==> src/rtl/kls_pkg.sv <==
package kls_pkg;
    localparam int KEY_BITS = 80;
    localparam int KEY_TAP_A = 19;
    localparam int KEY_TAP_B = 30;
    localparam int KEY_TAP_C = 67;
    localparam int RND_BITS = 8;
    localparam logic [RND_BITS-1:0] RND_SEED = '1;

    typedef struct packed {
        logic busy;
        logic done;
    } ctl_t;

    function automatic logic [KEY_BITS-1:0] key_step(input logic [KEY_BITS-1:0] k);
        return {k[KEY_BITS-2:0], k[0] ^ k[KEY_TAP_A] ^ k[KEY_TAP_B] ^ k[KEY_TAP_C]};
    endfunction

    function automatic logic [RND_BITS-1:0] rnd_step(input logic [RND_BITS-1:0] r);
        return {r[RND_BITS-2:0], r[7] ^ r[6] ^ r[4] ^ r[2]};
    endfunction

    function automatic logic [RND_BITS-1:0] rnd_after(input int steps);
        logic [RND_BITS-1:0] r;
        r = RND_SEED;
        for (int i = 0; i < steps; i++) r = rnd_step(r);
        return r;
    endfunction
endpackage

==> src/rtl/kls_key_lfsr.sv <==
module kls_key_lfsr
    import kls_pkg::*;
#(
    parameter int STEPS = 2
) (
    input  logic                clk,
    input  logic                rst_n,
    input  logic                load,
    input  logic [KEY_BITS-1:0] key,
    input  logic                adv,
    output logic [STEPS-1:0]    top
);
    logic [KEY_BITS-1:0] key_d, key_q;
    logic [KEY_BITS-1:0] chain [STEPS+1];

    assign chain[0] = key_q;
    generate
        for (genvar s = 0; s < STEPS; s++) begin : g_step
            assign chain[s+1] = key_step(chain[s]);
        end
    endgenerate

    always_comb begin
        key_d = key_q;
        if (load)     key_d = key;
        else if (adv) key_d = chain[STEPS];
    end

    always_ff @(posedge clk or negedge rst_n) begin
        if (!rst_n) key_q <= '0;
        else        key_q <= key_d;
    end

    assign top = key_q[KEY_BITS-1 -: STEPS];
endmodule

==> src/rtl/kls_round_lfsr.sv <==
module kls_round_lfsr
    import kls_pkg::*;
#(
    parameter int ROUNDS = 254
) (
    input  logic clk,
    input  logic rst_n,
    input  logic load,
    input  logic adv,
    output logic at_last,
    output logic msb
);
    localparam logic [RND_BITS-1:0] TERMINAL = rnd_after(ROUNDS - 1);

    logic [RND_BITS-1:0] rnd_d, rnd_q;

    always_comb begin
        rnd_d = rnd_q;
        if (load)     rnd_d = RND_SEED;
        else if (adv) rnd_d = rnd_step(rnd_q);
    end

    always_ff @(posedge clk or negedge rst_n) begin
        if (!rst_n) rnd_q <= RND_SEED;
        else        rnd_q <= rnd_d;
    end

    assign at_last = (rnd_q == TERMINAL);
    assign msb     = rnd_q[RND_BITS-1];
endmodule

==> src/rtl/kls_top.sv <==
module kls_top
    import kls_pkg::*;
#(
    parameter int ROUNDS = 254,
    parameter int STEPS  = 2
) (
    input  logic                clk,
    input  logic                rst_n,
    input  logic                load_i,
    input  logic [KEY_BITS-1:0] key_i,
    input  logic                round_en_i,
    output logic [STEPS-1:0]    subkey_o,
    output logic                irreg_o,
    output logic                busy_o,
    output logic                done_o
);
    ctl_t ctl_d, ctl_q;
    logic fire, at_last;

    assign fire = ctl_q.busy & round_en_i & ~load_i;

    kls_key_lfsr #(.STEPS(STEPS)) u_key (
        .clk(clk), .rst_n(rst_n), .load(load_i), .key(key_i),
        .adv(fire), .top(subkey_o)
    );

    kls_round_lfsr #(.ROUNDS(ROUNDS)) u_rnd (
        .clk(clk), .rst_n(rst_n), .load(load_i), .adv(fire),
        .at_last(at_last), .msb(irreg_o)
    );

    always_comb begin
        ctl_d = ctl_q;
        ctl_d.done = 1'b0;
        if (load_i) begin
            ctl_d.busy = 1'b1;
        end else if (fire && at_last) begin
            ctl_d.busy = 1'b0;
            ctl_d.done = 1'b1;
        end
    end

    always_ff @(posedge clk or negedge rst_n) begin
        if (!rst_n) ctl_q <= '0;
        else        ctl_q <= ctl_d;
    end

    assign busy_o = ctl_q.busy;
    assign done_o = ctl_q.done;
endmodule

==> config.mk <==
export PLATFORM = sky130hd
export DESIGN_NAME = kls_top
export DESIGN_NICKNAME = d
export VERILOG_FILES = /design/src/rtl/kls_pkg.sv /design/src/rtl/kls_key_lfsr.sv /design/src/rtl/kls_round_lfsr.sv /design/src/rtl/kls_top.sv
export SDC_FILE = /design/constraint.sdc
export NUM_CORES = 1
export LEC_CHECK = 0
export ABC_AREA = 1
export BUFFER_PORTS_ARGS = -buffer_cell sky130_fd_sc_hd__buf_4
export CAP_MARGIN = 30
export CORE_ASPECT_RATIO = 0.75
export CORE_MARGIN = 8
export CORE_UTILIZATION = 30
export CTS_CLUSTER_SIZE = 24
export DETAILED_ROUTE_END_ITERATION = 10
export PLACE_DENSITY = 0.56
export SLEW_MARGIN = 20
export SYNTH_ARGS = -nofsm -noshare
export SYNTH_HDL_FRONTEND = slang
export SYNTH_SLANG_ARGS = --single-unit
export TNS_END_PERCENT = 1
==> constraint.sdc <==
create_clock -name clk -period 1.3 [get_ports clk]
set_input_delay 0.13 -clock clk [delete_from_list [all_inputs] [get_ports clk]]
set_output_delay 0.13 -clock clk [all_outputs]
set_load 0.01 [all_outputs]
# Yosys cells after proc, flatten, opt, wreduce, memory -nomap -nowiden
# Index checks and enable logic that the tools add are counted.
op_classes:
  n_bitwise: 12
  eq_ne: 1
  reduce_logical: 3
  mux: 7
op_table:
  columns: ["operator", "n"]
  rows:
  - ["two-way mux 80 bit", 2]
  - ["two-way mux 8 bit", 2]
  - ["XOR 1 bit", 9]
  - ["== test 8 bit, second input constant", 1]
  - ["nonzero test 2 bit", 2]
  - ["AND 1 bit", 2]
  - ["two-way mux 1 bit", 2]
  - ["two-way mux 2 bit", 1]
  - ["logical AND 1 bit", 1]
  - ["inverter 1 bit", 1]
totals:
  output_inout_bits: 5
  wordCells: 27
  reg_bits: 90
  in_bits: 84

# Longest topological paths before layout
logic_depth:
  depth_word: 8
  depth_mapped: 9
  mapped_depth_nobuf: 9

# By module
# Synthesis repeated with hierarchy kept, for this count alone.
hier_totals:
  cells_unflattened: 442
  hier_area_um2: 4553.1
modules_own_cells:
  columns: ["mod", "area_each_um2", "seq_area_each_um2", "n_inst", "cells_per_inst"]
  rows:
  - ["kls_key_lfsr", 4025.1, 2001.9, 1, 384]
  - ["kls_round_lfsr", 442.9, 210.2, 1, 48]
  - ["kls_top", 85.1, 50.0, 1, 10]

# Worst setup path before layout
# Ideal clock, no wire load.
synth_path:
  path_kind: "reg-to-reg"
  start: "reg u_rnd.rnd_q[6]"
  end: "reg u_rnd.rnd_q[0]"
  stages_incl_launch_ff: 6
  path_buffers: 0
  setup_ns: 0.073
  slack_ns: 0.125
  arrival_time_ns: 1.102
  required_ns: 1.227
  synth_period_minus_slack_ns: 1.175
  path_cell_list: "dfstp_2 inv_1 ha_1 xor2_1 nor2_1 a21oi_1"
synth_via:
  elab_chain_cells: 5
synth_rtl:
  columns: ["item", "line", "source"]
  rows:
  - ["from (decl)", "kls_round_lfsr.sv:15", "logic [RND_BITS-1:0] rnd_d, rnd_q;"]
  - ["from (signal assigned)", "kls_round_lfsr.sv:25", "else rnd_q <= rnd_d;"]
  - ["XOR 1 bit (3 in a row)", "kls_pkg.sv:19", "return {r[RND_BITS-2:0], r[7] ^ r[6] ^ r[4] ^ r[2]};"]
  - ["two-way mux 8 bit", "kls_round_lfsr.sv:20", "else if (adv) rnd_d = rnd_step(rnd_q);"]
  - ["two-way mux 8 bit", "kls_round_lfsr.sv:19", "if (load) rnd_d = RND_SEED;"]
# Every way passes these cells. The select of a mux whose other input is x is not followed.
# A chain may end at the register's enable or synchronous reset.

# Final worst setup path
# Same ends and word-level chain as after synthesis.

==> flow_summary.yaml <==
run_status:
  status: "finished, final reports clean"
yosys:
  post_synth.cell_area_avg_um2: 8.96
  ys_seq_area_share_pct: 55.6
  ys_types: 24
  synth_top_area_share_pct: 50.4
  synth-seq-cells: 90
  netlist_area_mm2: 0.00407
  synth_cells: 454
  synthAdderAreaFrac_pct: 0.308
  synth.area.top_cells: "dfrtp_1 (50%), nand2_1 (15%), o221ai_1 (6.7%), o211ai_1 (6.5%), inv_1 (5.5%)"
  ys_warn_count: 0
  synth-xor-area-share_pct: 0.431
  syn_nets: 539
  yosysMostFrequentCell: "nand2_1"
  ys.flop_type: "dfrtp_1"
  async_flop_share_pct: 100
  synthMuxAreaShare_pct: 0
  synthTopCellsByCount: "nand2_1 (167), dfrtp_1 (82), inv_1 (60), o211ai_1 (35), o221ai_1 (31)"
  synth_top_family_by_area: "simple AND/OR/NAND/NOR gates"
  yosys.area_share.simple_pct: 18.9
  synth_edf_count: 0
  synth-compound-area-share_pct: 14.7
  yosys.area.top_type: "dfrtp_1"
place:
  dp_slack_ns: 0.0777
  placed_area_mm2: 0.00497
  gp_congestion: 0.807
  dp_hpwl_um: 8030
  port_buffers: 88
worst_hold_path:
  min_to: "u_key.key_q[28]"
  hold_path_class: "input port to flip-flop"
  hold_start: "key_i[28]"
  hold_depth: 3
critical_path:
  end_kind: "flip-flop"
  crit_required_ns: 1.57
  crit_type: "flip-flop to flip-flop"
  startpoint: "u_rnd.rnd_q[6]"
  cp_max_fo: 3
  ff2ff_path_depth: 5
  setup.worst_path.start_class: "flip-flop"
  r2r_start: "u_rnd.rnd_q[6]"
  r2r-end: "u_rnd.rnd_q[0]"
  r2r_slack_ns: 0.06
  worstPathArrival_ns: 1.51
grt:
  grt_max_degree: 46
  track_usage_pct: 12.9
  antenna_found_initial: 0
  grt_pass1_vias: 3564
  overflow: 0
  grt_pass1_wl_um: 17800
routing:
  viasPerCell: 4.61
  drc: 0
  vias: 3389
  drt_wl_total_um: 10800
  drtIter0Drc: 197
  wl_per_cell_um: 14.7
  antenna_left: 0
  dr.pass1.iters: 4
clocking:
  cts.clk_slew.worst_paths_ns: 0.06
  cts_tree: "done"
  post_cts_buffers: 0
  clk_latency_ns: 0.34
  cts_sinks: 90
  h-tree-depth: 3
  clock-root-buffer: "clkbuf_16"
  cts_buffer_depth: 2
  numCtsBuffers: 9
floorplan:
  die_x_um: 150
  coreArea_mm2: 0.0135
  dieArea_mm2: 0.0176
  initial_core_util_pct: 30.2
  io_pins: 89
  row_count: 37
  floorplan.die.height_um: 117
finish:
  multi_input_area_mm2: 0.00140
  nNetsFinal: 640
  design_area_mm2: 0.00542
  syn_to_final_growth_pct: 33.3
  drive_gt1_share_pct: 23.8
  seqCellArea_mm2: 0.00226
  nFillCells: 1333
  diodes: 0
power_and_ir_drop:
  p_per_area_mw_per_mm2: 1250
  vdd_drop_max_v: 0.000643
  p_leak_nw: 2.65
timing:
  fin_crit_sh_pct: 95.5
  finalSetupViolCount: 0
  hold_viol: 0
  slew_viol_final: 0
  fmax_ghz: 0.805
  worst_slack_ns: 0.0579
  fin_worst_hold_slack_ns: 0.0100
  grt_setup_unrepaired: "no"
  finClkSkew_ns: 0.00374
  worstMarginPinSlew_ns: 0.286
  fin_crit_ns: 1.24
  setup_tns_ns: 0
  relSlewSlack_pct: 81.0
flow_run:
  maxCapViolations: 0
## kinds of logic (layout without fill, tap and decap cells)
| logic type | count (synthesis) | count (layout) |
|---|---|---|
| buffers and inverters | 92 | 198 |
| AND/OR/NAND/NOR | 193 | 193 |
| adder cells (fa/ha/maj) | 1 | 1 |
| flip-flops | 90 | 90 |
| AO/OA/AOI/OAI | 76 | 76 |
| XOR/XNOR | 2 | 2 |
## worst max path at each step
stage / endpoint / slack (ns)
2_1_floorplan: u_rnd.rnd_q[0] / 0.13
3_3_place_gp: u_rnd.rnd_q[0] / 0.11
3_5_place_dp: u_rnd.rnd_q[0] / 0.08
4_1_cts: irreg_o / 0.05
5_1_grt: u_key.key_q[5] / 0.009
6_report: u_rnd.rnd_q[0] / 0.06
## state kept, by name (all words and copies together) (netlist names)
register,flops
u_key.key_q,80
u_rnd.rnd_q,8
busy_o,1
done_o,1
## worst max-delay path: stages, from the launching register on
cell     delay [ns]
dfstp_2        0.51
inv_1          0.06
ha_1           0.28
xor2_1         0.15
nor2_1         0.05
a21oi_1        0.11
## metrics by stage
step / cells / util, % / power (mW)
6_report: 735 / 40.3 / 6.78
5_1_grt: 735 / 40.3 / 7.14
4_1_cts: 735 / 40.2 / 6.89
3_5_place_dp: 704 / 36.9 / 4.24
3_3_place_gp: 704 / 36.9 / 4.21
2_1_floorplan: 454 / - / 3.78
## layout make-up
type | instances | area share, %
tap | 175 | 4.04
clock inverter | 6 | 1.25
clock buffer | 10 | 4.22
sequential | 90 | 41.7
multi-input combinational | 272 | 25.8
inverter | 63 | 4.36
timing repair buffer | 119 | 18.6
## placed cells by master, fill, tap and decap left out, types with 8 or more instances in the layout
cell type | synthesis | layout
buf_4 | 5 | 97
clkbuf_16 | 0 | 9
dfrtp_1 | 82 | 82
dfstp_2 | 8 | 8
dlygate4sd3_1 | 0 | 15
inv_1 | 60 | 60
nand2_1 | 167 | 166
nand3_1 | 17 | 17
o211ai_1 | 35 | 35
o221ai_1 | 31 | 31
## where the power goes
group,internal [mW],switching (mW),total [mW]
sequential,3.08,0.118,3.20
combinational,0.471,0.548,1.02
clock,1.49,1.07,2.56
## repair_timing
item | CTS | global route
hold endpoints to repair | 96 | 0
hold buffers | 15 | 0
resized for setup | 0 | 2
endpoints found under the setup margin | 0 | 31
## metal layers
layer / global-route usage, % / wire length (um)
met4: 3.19 / 104
met2: 19.5 / 4670
met1: 17.8 / 5380
met3: 3.88 / 626
met5: 0 / 0
(Power assumes the default switching activity.)
